[src/rtl/elp_pkg.sv]
package elp_pkg;

    localparam int HALF_W = 8;
    localparam int LEN_W  = 10;
    localparam int ROW_W  = 10;

    typedef struct packed {
        logic [HALF_W-1:0] half;
        logic [LEN_W-1:0]  len;
        logic [ROW_W-1:0]  rows;
    } elp_cfg_t;

    typedef struct packed {
        logic pix;
        logic hs;
        logic vs;
    } elp_out_t;

    // Legality of a requested raster setting
    function automatic logic cfg_ok(elp_cfg_t c, int vis_cols, int vis_rows,
                                    int min_half, int max_half);
        return (int'(c.len) >= vis_cols) && (c.len[1:0] == 2'b00) &&
               (int'(c.rows) >= vis_rows) &&
               (int'(c.half) >= min_half) && (int'(c.half) <= max_half);
    endfunction

endpackage

[src/rtl/elp_clkdiv.sv]
module elp_clkdiv
    import elp_pkg::*;
(
    input  logic              clk,
    input  logic              rst,
    input  logic [HALF_W-1:0] half,
    output logic              pclk,
    output logic              rise
);
    logic [HALF_W-1:0] cnt;
    logic              tick;

    assign tick = (cnt >= (half - 1'b1));
    assign rise = tick & ~pclk & ~rst;

    always_ff @(posedge clk) begin
        if (rst) begin
            cnt  <= '0;
            pclk <= 1'b0;
        end else if (tick) begin
            cnt  <= '0;
            pclk <= ~pclk;
        end else begin
            cnt  <= cnt + 1'b1;
        end
    end
endmodule

[src/rtl/elp_cfg_reg.sv]
module elp_cfg_reg
    import elp_pkg::*;
#(
    parameter int VIS_COLS = 276,
    parameter int VIS_ROWS = 128,
    parameter int MIN_HALF = 30,
    parameter int MAX_HALF = 78,
    parameter int DEF_HALF = 32,
    parameter int DEF_LEN  = 280,
    parameter int DEF_ROWS = 128
) (
    input  logic     clk,
    input  logic     rst,
    input  logic     wr,
    input  elp_cfg_t wr_cfg,
    input  logic     load,
    output elp_cfg_t act
);
    localparam elp_cfg_t DEF_CFG = '{half: HALF_W'(DEF_HALF),
                                     len:  LEN_W'(DEF_LEN),
                                     rows: ROW_W'(DEF_ROWS)};

    elp_cfg_t pend;
    logic     accept;

    assign accept = wr && cfg_ok(wr_cfg, VIS_COLS, VIS_ROWS, MIN_HALF, MAX_HALF);

    always_ff @(posedge clk) begin
        if (rst) begin
            pend <= DEF_CFG;
            act  <= DEF_CFG;
        end else begin
            if (accept) pend <= wr_cfg;
            if (load)   act  <= pend;
        end
    end
endmodule

[src/rtl/elp_raster.sv]
module elp_raster
    import elp_pkg::*;
#(
    parameter int VIS_COLS = 276,
    parameter int VS_HOLD  = 8
) (
    input  logic     clk,
    input  logic     rst,
    input  logic     step,
    input  elp_cfg_t act,
    output logic     visible,
    output logic     frame_end,
    output elp_out_t marks
);
    logic [LEN_W-1:0] col;
    logic [ROW_W-1:0] row;
    logic             line_end;
    logic             last_row;

    assign line_end  = (col == (act.len - 1'b1));
    assign last_row  = (row == (act.rows - 1'b1));
    assign frame_end = line_end & last_row;
    assign visible   = (col >= (act.len - LEN_W'(VIS_COLS)));

    always_comb begin
        marks.pix = 1'b0;
        marks.hs  = line_end;
        marks.vs  = (row == '0) || ((row == ROW_W'(1)) && (col < LEN_W'(VS_HOLD)));
    end

    always_ff @(posedge clk) begin
        if (rst) begin
            col <= '0;
            row <= '0;
        end else if (step) begin
            if (line_end) begin
                col <= '0;
                row <= last_row ? '0 : row + 1'b1;
            end else begin
                col <= col + 1'b1;
            end
        end
    end
endmodule

[src/rtl/elpanel_drv.sv]
module elpanel_drv
    import elp_pkg::*;
#(
    parameter int VIS_COLS = 276,
    parameter int VIS_ROWS = 128,
    parameter int MIN_HALF = 30,
    parameter int MAX_HALF = 78,
    parameter int DEF_HALF = 32,
    parameter int DEF_LEN  = 280,
    parameter int DEF_ROWS = 128,
    parameter int VS_HOLD  = 8
) (
    input  logic              clk,
    input  logic              rst,
    input  logic              cfg_we,
    input  logic [HALF_W-1:0] cfg_half,
    input  logic [LEN_W-1:0]  cfg_len,
    input  logic [ROW_W-1:0]  cfg_rows,
    input  logic              px_valid,
    input  logic              px_bit,
    output logic              px_ready,
    output logic              pclk,
    output logic              pdata,
    output logic              hsync,
    output logic              vsync,
    output logic              underflow
);
    elp_cfg_t act;
    elp_cfg_t wr_cfg;
    elp_out_t marks;
    elp_out_t out_q;
    logic     rise;
    logic     visible;
    logic     frame_end;

    assign wr_cfg = '{half: cfg_half, len: cfg_len, rows: cfg_rows};

    elp_cfg_reg #(
        .VIS_COLS(VIS_COLS), .VIS_ROWS(VIS_ROWS),
        .MIN_HALF(MIN_HALF), .MAX_HALF(MAX_HALF),
        .DEF_HALF(DEF_HALF), .DEF_LEN(DEF_LEN), .DEF_ROWS(DEF_ROWS)
    ) u_cfg (
        .clk(clk), .rst(rst), .wr(cfg_we), .wr_cfg(wr_cfg),
        .load(rise & frame_end), .act(act)
    );

    elp_clkdiv u_div (
        .clk(clk), .rst(rst), .half(act.half), .pclk(pclk), .rise(rise)
    );

    elp_raster #(.VIS_COLS(VIS_COLS), .VS_HOLD(VS_HOLD)) u_ras (
        .clk(clk), .rst(rst), .step(rise), .act(act),
        .visible(visible), .frame_end(frame_end), .marks(marks)
    );

    assign px_ready = rise & visible;

    always_ff @(posedge clk) begin
        if (rst) begin
            out_q     <= '0;
            underflow <= 1'b0;
        end else if (rise) begin
            out_q.pix <= visible & px_valid & px_bit;
            out_q.hs  <= marks.hs;
            out_q.vs  <= marks.vs;
            if (visible && !px_valid) underflow <= 1'b1;
        end
    end

    assign pdata = out_q.pix;
    assign hsync = out_q.hs;
    assign vsync = out_q.vs;
endmodule

[config.mk]
export PLATFORM = sky130hd
export DESIGN_NAME = elpanel_drv
export DESIGN_NICKNAME = d
export VERILOG_FILES = /design/src/rtl/elp_pkg.sv /design/src/rtl/elp_clkdiv.sv /design/src/rtl/elp_cfg_reg.sv /design/src/rtl/elp_raster.sv /design/src/rtl/elpanel_drv.sv
export SDC_FILE = /design/constraint.sdc
export NUM_CORES = 1
export LEC_CHECK = 0
export ABC_AREA = 1
export BUFFER_PORTS_ARGS = -buffer_cell sky130_fd_sc_hd__buf_2
export CORE_UTILIZATION = 42
export DETAILED_ROUTE_END_ITERATION = 10
export GPL_TIMING_DRIVEN = 0
export HOLD_SLACK_MARGIN = 0.1
export PLACE_DENSITY = 0.56
export SETUP_SLACK_MARGIN = 0.15
export SLEW_MARGIN = 20
export SYNTH_ARGS = -nofsm -noshare
export SYNTH_HDL_FRONTEND = slang
export SYNTH_SLANG_ARGS = --single-unit
[constraint.sdc]
create_clock -name clk -period 3.1 [get_ports clk]
set_input_delay 0.155 -clock clk [delete_from_list [all_inputs] [get_ports clk]]
set_output_delay 0.155 -clock clk [all_outputs]
set_load 0.05 [all_outputs]
After elaboration in Yosys (flattened, before gate mapping) --
Index checks and enable logic that the tools add are counted.
Storage, ports and cells: bits in registers 89, input bits 33, output and inout bits 6, logic and storage cells 56
Operators by class: add/subtract/negate cells 7, order comparisons 7, eq/ne operators 3, mux-type cells 2, bitwise gates (word level) 9, reduce and logical (&&, ||, !) cells 14
Operators with widths (count):
- adder 10 x 1 -> 10 bit, second input constant | 2
- == test 10 bit | 2
- two-way mux 10 bit | 2
- subtractor 10 x 1 -> 10 bit, second input constant | 2
- == test 10 x 1 -> 1 bit, second input constant | 1
- greater-or-equal comparator 10 bit | 1
- greater-or-equal comparator 10 x 8 -> 1 bit, second input constant | 1
- greater-or-equal comparator 10 x 9 -> 1 bit, second input constant | 1
- logical NOT 10 bit | 1
- less-than comparator 10 x 4 -> 1 bit, second input constant | 1
- subtractor 10 x 9 -> 10 bit, second input constant | 1
- adder 8 x 1 -> 8 bit, second input constant | 1
- greater-or-equal comparator 8 x 5 -> 1 bit, second input constant | 1
- greater-or-equal comparator 8 bit | 1
- <= comparator 8 x 7 -> 1 bit, second input constant | 1
- subtractor 8 x 1 -> 8 bit, second input constant | 1
- AND 1 bit | 7
- logical AND 1 bit | 7
- AND reduction 2 bit | 2
- logical NOT 2 bit | 1
- inverter 1 bit | 2
- OR reduction 2 bit | 1
- logical NOT 1 bit | 1
- logical OR 1 bit | 1

Depth between registers and ports, before layout --
Gate-level depths: netlist of the first run.
depth after elaboration 6, gate-level depth with buffers 19, depth with buffers taken out 19

Modules after synthesis --
Synthesis of the first run repeated with hierarchy kept, for this count alone.
Second synthesis, totals: cells, all modules 856, area total of the unflattened synthesis 5531.6 um2
By module, submodules not included:
- elp_raster | instances 1, cells each 446, area each 2487.4 um2, seq. area each 400.4 um2
- elp_cfg_reg | instances 1, cells each 286, area each 2149.6 um2, seq. area each 1121.1 um2
- elp_clkdiv | instances 1, cells each 100, area each 734.5 um2, seq. area each 180.2 um2
- elpanel_drv | instances 1, cells each 24, area each 160.2 um2, seq. area each 80.1 um2

Least setup slack after synthesis of the first run --
OpenSTA, ideal clock, no wires.
path type register to register, start reg, netlist name u_cfg.act[20], end reg out_q, in the netlist pdata, setup time 0.062 ns, data arrival time 2.820 ns, data required time 3.038 ns, path slack 0.218 ns, cell stages (with the launch flop) 17, buffers on the path 0, period minus slack after synthesis 2.882 ns, cells stage by stage dfxtp_1 inv_1 ha_1 nand2_1 nor3_1 xnor2_1 ha_1 nand2_1 nor2_1 nand4_1 nand3_1 nand2_2 nor2_8 inv_2 nor2_1 nand3_1 nand2_1
Between the ends: longest elaborated chain between the ends 4
RTL lines:
- subtractor 8 x 1 -> 8 bit | line elp_clkdiv.sv:13 | assign tick = (cnt >= (half - 1'b1));
- greater-or-equal comparator 8 bit | line elp_clkdiv.sv:13
- AND 1 bit (2 in series) | line elp_clkdiv.sv:14 | assign rise = tick & ~pclk & ~rst;
- to (decl) | line elpanel_drv.sv:31 | elp_out_t out_q;
Every way passes these cells. A chain may end at the register's enable or synchronous reset.

Worst setup path in the final report of the first run --
start reg, netlist name u_cfg.act[12], end out px_ready
Between the ends: longest elaborated chain between the ends 3
RTL lines:
- subtractor 10 x 9 -> 10 bit | line elp_raster.sv:23 | assign visible = (col >= (act.len - LEN_W'(VIS_COLS)));
- greater-or-equal comparator 10 bit | line elp_raster.sv:23
- AND 1 bit | line elpanel_drv.sv:56 | assign px_ready = rise & visible;
- to (decl) | line elpanel_drv.sv:21 | output logic px_ready,
Every way passes these cells.

==> results.toml, run 1 <==
[outcome]
outcome = "finished, violations left"
violations = "DRC"

[detailed_routing]
vias = 4969
ant_nets = 0
drt_first_pass_iters = 7
wl_per_cell_um = 12.9
finalWirelength_um = 13000
drt-initial-drc-count = 198
drc = 2
post_drt_via_cell_ratio = 4.93

[job]
drv_cap = 0

[cells_and_area]
antenna_cells = 0
nNetsFinal = 920
syn_to_final_growth_pct = 22.3
drive_gt1_share_pct = 13.6

[hold_path]
worstHoldPathType = "in2reg"
hold_path.startpoint = "cfg_rows[8]"

[synth]
syn_inst = 773
synth_nets = 833
synth_area_sq_um = 5090
synth_area_per_cell_sq_um = 6.59
ys_warn_count = 0
synth_seq_area_share_pct = 35.0
ys_types = 39
ys_ff_latch = 89

[worst_setup_path]
critical_path.cell_chain = "inv_1 -> ha_2 -> or2_4 -> nand3_1 -> xnor2_1 -> ha_1 -> nand2_2 -> nor2_1 -> a211oi_2 -> o2111ai_2 -> inv_2 -> nor2_4 -> buf_6"
crit_fanout = 6
crit_slowest_cell = "dfxtp_4"
critPathLaunch = "u_cfg.act[12]$_SDFFE_PP0P_"
critPathCaptureType = "output pin"
cpPeakStageDelay_ns = 0.39
critical_path_required_ns = 2.94
crit-reg2reg-launch = "u_cfg.act[21]$_SDFFE_PP0P_"
critPathKind = "reg2out"
path_buf_inv = 3
start_kind = "flop"
arrival_ns = 2.70
critical-path-top-delay-family = "simple AND/OR/NAND/NOR gates"

[floorplanning]
io-pin-count = 39
initial_core_util_pct = 43.8
std_cell_rows = 39
die_w_um = 112
die_height_um = 112
core-area_sq_um = 11600
dieArea_sq_um = 12600

[sta]
max_freq_mhz = 350
skew_ns = 0.00791
layout_min_cycle_time_ns = 2.86
period_share_pct = 92.2
fin_setup_tns_ns = 0
drv_slew = 0
slew_headroom_pct = 51.0
worst_pin_slew_ns = 0.736
finalHoldViolCount = 0
setup_viol = 0
rsz0062_at_grt = "true"

[global_route]
grt-ovfl-total = 0
grtUsageTotal_pct = 22.1
antenna_found_initial = 0
grt_pass1_vias = 4841
grt_first_pass_wirelength_um = 22000
grt_max_degree = 16

[clocking]
cts.clk_slew.worst_paths_ns = 0.07
cts_buffers = 9
cts_sinks = 89
h-tree-depth = 3
clk_latency_ns = 0.35
tritoncts = "yes"
root_buffer = "clkbuf_16"
clockBufferDepth = 2

[power_and_ir_drop]
report.power.total_mw = 2.32
powerDensity_nw_per_um2 = 373
p_leak_nw = 2.80
vdd_drop_max_mv = 0.268

[place]
place_congestion = 0.902
portBuffers = 37
hpwl_um = 9600
-- logic make-up (layout without fill, tap and decap cells) --
group	after synthesis	count (layout)	share of synthesized area, %
DFF	89	89	35.0
AOI/OAI and AO/OA	55	55	6.09
adders and majority gates	27	27	6.64
buffers and inverters	111	203	9.17
and+or+nand+nor	465	465	38.6
xor gates and xnor gates	26	26	4.47
-- cell usage in the layout (no fill, tap or decap), types with 2 or more instances in the layout --
cell / synthesis / final
a211oi_1: 4 / 3
a21oi_1: 13 / 13
buf_1: 3 / 3
buf_12: 0 / 3
buf_2: 4 / 41
buf_4: 2 / 11
buf_6: 5 / 7
clkbuf_1: 6 / 7
clkbuf_16: 0 / 9
clkinv_4: 0 / 2
dfxtp_1: 89 / 85
dfxtp_2: 0 / 2
dfxtp_4: 0 / 2
dlygate4sd3_1: 0 / 25
ha_1: 27 / 25
inv_1: 89 / 87
inv_2: 2 / 4
nand2_1: 202 / 200
nand2_2: 5 / 5
nand2_4: 0 / 2
nand3_1: 54 / 53
nand3_2: 2 / 3
nand4_1: 6 / 6
nor2_1: 153 / 148
nor2_2: 5 / 9
nor2_4: 3 / 4
nor3_1: 22 / 20
nor3_2: 0 / 2
nor3b_1: 3 / 3
nor4_1: 3 / 3
o21a_1: 2 / 2
o21ai_0: 28 / 27
xnor2_1: 11 / 11
xor2_1: 15 / 15
-- report_power, final --
| group | leakage (nW) | switching [mW] | internal (mW) | total (mW) |
|---|---|---|---|---|
| clock network | 0.136 | 0.475 | 0.570 | 1.05 |
| logic | 1.94 | 0.0626 | 0.0564 | 0.119 |
| registers | 0.720 | 0.00578 | 1.15 | 1.16 |
-- stage by stage --
step	hold WS (ns)	cells	area, sq um	utilization [%]	setup slack [ns]
CTS	0.105	1001	6110	52.6	0.146
floorplan	0.268	773	5090	-	0.218
detailed placement	0.390	953	5460	47.0	0.00669
global route	0.118	1008	6230	53.6	0.0949
finish	0.120	1008	6230	53.6	0.241
global placement	0.381	953	5460	47.0	0.00408
-- final timing paths --
check	cells past startpoint	to	slack, ns
hold / removal	3	u_cfg.pend[8]$_SDFFE_PP0P_	0.12
hold reg to reg	2	u_cfg.pend[27]$_SDFFE_PP0P_	0.45
setup / recovery	13	px_ready	0.24
setup reg to reg	19	u_cfg.act[2]$_SDFFE_PP0P_	0.34
-- what timing repair did --
action,4_1_cts,5_1_grt
setup endpoints to repair,41,45
setup buffers,6,7
cloned,1,0
pin swaps,3,12
resized for setup,14,18
hold buffers,25,0
hold endpoints to repair,24,0
-- layout make-up --
class | count | area (sq um)
multi-input combinational | 573 | 2920
fill | 1168 | 5390
clock buffer | 11 | 243
timing repair buffer | 76 | 586
buffer | 20 | 125
clock inverter | 5 | 38.8
tap | 143 | 179
sequential | 89 | 1790
inverter | 91 | 342
-- registers in the layout, summed over array words and instances (netlist names) --
register and flops:
hsync 1, underflow 1, u_ras.col 10, u_cfg.act 28, u_cfg.pend 28, vsync 1
u_div.cnt 8, u_ras.row 10, pdata 1, u_div.pclk 1
-- worst reg2reg max path: cells and delay by family, from the launching register on --
kind / cells / cell delay, ns
xor gates and xnor gates: 1 / 0.13
and+or+nand+nor: 11 / 1.05
adders and majority gates: 1 / 0.30
buffers and inverters: 5 / 0.70
DFF: 1 / 0.33
AOI/OAI and AO/OA: 1 / 0.15
-- synthesized netlist by cell type --
cell / instances / area (sq um)
or2_2: 2 / 12.5
o2111ai_1: 2 / 17.5
buf_6: 5 / 56.3
a21oi_1: 13 / 65.1
inv_2: 2 / 7.51
a21o_1: 1 / 7.51
nand2_2: 5 / 31.3
or2_0: 1 / 6.26
nand3_2: 2 / 20.0
ha_1: 27 / 338
xnor2_1: 11 / 96.3
dfxtp_1: 89 / 1780
nand3_1: 54 / 270
nor2_8: 1 / 20.0
o21ai_0: 28 / 140
buf_4: 2 / 15.0
clkbuf_1: 6 / 22.5
nor3b_1: 3 / 22.5
nor3_1: 22 / 110
inv_1: 89 / 334
and3_1: 1 / 6.26
buf_1: 3 / 11.3
nor2_4: 3 / 33.8
nand3b_1: 1 / 7.51
o31ai_1: 1 / 7.51
or3_1: 1 / 6.26
a211oi_1: 4 / 30.0
nor2_1: 153 / 574
buf_2: 4 / 20.0
nor2_2: 5 / 31.3
nor4_1: 3 / 18.8
xor2_1: 15 / 131
nand2_1: 202 / 758
nand4_1: 6 / 37.5
o21ai_1: 1 / 5.00
a31oi_1: 1 / 6.26
o211ai_1: 1 / 7.51
o21a_1: 2 / 15.0
a211o_1: 1 / 8.76
-- layer usage --
| layer | vias up | GRT usage [%] | wire length [um] |
|---|---|---|---|
| met5 | - | 0 | 0 |
| met4 | 0 | 10.7 | 405 |
| met3 | 28 | 4.00 | 389 |
| met2 | 77 | 38.6 | 6220 |
| met1 | 2261 | 26.2 | 5940 |
| li1 | 2603 | - | - |
(Power assumes the default switching activity.)
==> run 2: changes to the inputs <==
--- a/config.mk
+++ b/config.mk
@@ -5,7 +5,6 @@
 export SDC_FILE = /design/constraint.sdc
 export NUM_CORES = 1
 export LEC_CHECK = 0
-export ABC_AREA = 1
 export BUFFER_PORTS_ARGS = -buffer_cell sky130_fd_sc_hd__buf_2
 export CORE_UTILIZATION = 42
 export DETAILED_ROUTE_END_ITERATION = 10
==> run 2 against run 1 <==
  * The flow now finishes without violations
  * Clock power rose by 17%
  * Global-route usage fell by 0.13 points
  * Clock skew rose by 0.0021 ns
  * Die area fell by 2.5%
  * Critical path type is now reg2reg
  * Largest cell class unchanged
  * Largest power group is now clock
==> results.toml, run 2 <==
[synth]
synth_commonest_cells = "dfxtp_1, nand3_1, nor2_1, a21oi_1, nand2_1"
synth_nets = 637
ys_types = 62
ys_dominant_reg_cell = "dfxtp_1"
synth_area_sq_um = 4960
synth_edf_count = 0
yosysTopAreaCellShare_pct = 35.9
synth_seq_area_share_pct = 35.9
syn_inst = 577
ys_ff_latch = 89
ys_async_sr_fraction_pct = 0
synth_most_common_cell = "dfxtp_1"
synth_area_per_cell_sq_um = 8.60
yosysTopAreaCell = "dfxtp_1"
synth_area_leaders = "dfxtp_1, ha_1, mux2i_1, nand3_1, a21oi_1"
ys_warn_count = 0

[cells_and_area]
final_common_cell = "dfxtp_1"
nNetsFinal = 724
drive_gt1_share_pct = 19.3
final_area_sq_um = 6160
largestRegisters = "u_cfg.act: 28 flops, u_cfg.pend: 28 flops"
antenna_cells = 0
final_cell_mix = "dfxtp_1, nand3_1, nor2_1"
final_cells = 812
syn_to_final_growth_pct = 24.2

[hold_path]
worstHoldPathType = "in2reg"

[detailed_routing]
drt_first_pass_iters = 5
post_drt_via_cell_ratio = 5.39
finalWirelength_um = 12700
drt-initial-drc-count = 178
vias = 4379
wl_per_cell_um = 15.7
drc = 0
ant_nets = 0

[place]
dp.cells = 758
portBuffers = 38
dpl_cell_area_sq_um = 5330
place_congestion = 0.841
hpwl_um = 9330

[power_and_ir_drop]
p_comb_share_pct = 4.2
swShare_pct = 21.3
vdd_drop_max_mv = 0.244
report.power.total_mw = 2.48
p_clk_share_pct = 49.4
powerDensity_nw_per_um2 = 403
power.internal_mw = 1.96
power.switching_mw = 0.529
p_leak_nw = 2.52
power.share.sequential_pct = 46.5

[floorplanning]
core-area_sq_um = 11500
dieArea_sq_um = 12300
io-pin-count = 39
die_height_um = 111
std_cell_rows = 39
initial_core_util_pct = 43.3
die_w_um = 111

[sta]
max_freq_mhz = 360
period_share_pct = 89.6
finalHoldViolCount = 0
skew_ns = 0.0100
rsz0062_at_grt = "true"
drv_slew = 0
setup_viol = 0
worst_pin_slew_ns = 0.798
layout_min_cycle_time_ns = 2.78
slew_headroom_pct = 46.8

[worst_setup_path]
critical_path_required_ns = 3.36
start_kind = "flop"
critPathKind = "reg2reg"
arrival_ns = 3.04
critPathCaptureType = "flop"
crit_fanout = 10

[clocking]
tritoncts = "yes"
h-tree-depth = 3
cts_sinks = 89
clockBufferDepth = 2
cts.clk_slew.worst_paths_ns = 0.07
root_buffer = "clkbuf_16"
cts_buffers = 9
clk_latency_ns = 0.35

[job]
drv_cap = 0

[outcome]
outcome = "completed"

[global_route]
grt_first_pass_wirelength_um = 21800
grt_pass1_vias = 4479
antenna_found_initial = 0
grt_max_degree = 16
grtUsageTotal_pct = 22.0
grt-ovfl-total = 0
==> run 2: cell count changes in the layout (fill, tap and decap cells not counted), moves of 8 or more <==
| cell | before | now |
|---|---|---|
| nand2_1 | 200 | 28 |
| clkbuf_1 | 7 | 16 |
| a21oi_1 | 13 | 38 |
| o21ai_1 | 1 | 25 |
| mux2i_1 | 0 | 25 |
| o21ai_0 | 27 | 13 |
| and3_1 | 1 | 9 |
| nor2_2 | 9 | 1 |
| nor2_1 | 148 | 46 |
| inv_1 | 87 | 18 |
| xnor2_1 | 11 | 24 |
==> run 2: final timing paths <==
path | startpoint | end | slack [ns] | depth (start not counted)
max | u_cfg.act[13]$_SDFFE_PP1P_ | u_cfg.act[2]$_SDFFE_PP0P_ | 0.32 | 12
min | cfg_len[1] | u_cfg.pend[19]$_SDFFE_PP0P_ | 0.29 | 5
max reg2reg | u_cfg.act[13]$_SDFFE_PP1P_ | u_cfg.act[2]$_SDFFE_PP0P_ | 0.32 | 12
min reg2reg | u_cfg.pend[12]$_SDFFE_PP0P_ | u_cfg.act[12]$_SDFFE_PP0P_ | 0.46 | 2
==> run 2: per-stage QoR <==
stage	setup WS (ns)	setup TNS (ns)	hold slack, ns	utilization, %
global placement	-0.417	-9.75	0.356	46.5
CTS	0.177	0	0.271	52.3
finish	0.323	0	0.286	53.7
floorplan	0.330	0	0.254	-
detailed placement	-0.515	-13.84	0.379	46.5
global route	0.150	0	0.327	53.7
==> run 2: layout make-up <==
class,instances,area [sq um]
buffer,32,188
clock buffer,11,253
clock inverter,5,85.1
fill,1020,5300
inverter,22,85.1
multi-input combinational,434,3030
sequential,89,1790
tap,143,179
timing repair buffer,76,549
==> run 2: routing by layer <==
| layer | routed length, um | GRT usage, % |
|---|---|---|
| met1 | 6070 | 27.8 |
| met2 | 6150 | 38.1 |
| met3 | 287 | 3.12 |
| met4 | 232 | 7.82 |
| met5 | 0 | 0 |
==> run 2: cell families after synthesis <==
| logic type | synth area share (%) |
|---|---|
| AO/OA/AOI/OAI | 14.5 |
| multiplexers | 5.47 |
| XOR/XNOR | 8.45 |
| buffers and inverters | 5.40 |
| adder cells (fa/ha/maj) | 6.81 |
| AND/OR/NAND/NOR | 23.4 |
| flip-flops | 35.9 |
==> run 2: critical path, stage by stage, from the launching register on <==
cell and delay [ns]:
dfxtp_2 0.41, inv_2 0.09, ha_4 0.19, and3_1 0.19
o211ai_1 0.20, o2111ai_1 0.21, or4_1 0.50, buf_6 0.17
nor3_4 0.20, buf_6 0.14, buf_6 0.13, nand3_1 0.10
a21oi_1 0.15
==> run 2: power by group through the flow <==
stage	logic, mW	clock network (mW)	registers, mW
after floorplan	0.0361	0	1.18
after global placement	0.0749	0	1.18
after detailed placement	0.0758	0	1.18
after CTS	0.102	1.26	1.15
after global routing	0.115	1.30	1.15
final	0.104	1.23	1.15
==> run 2: repair_timing <==
item | 4_1_cts | 5_1_grt
gates resized for setup | 11 | 35
cloned | 0 | 0
endpoints found under the hold margin | 27 | 0
hold buffers | 27 | 0
buffers inserted | 4 | 7
setup endpoints to repair | 49 | 47
pin swaps | 3 | 12
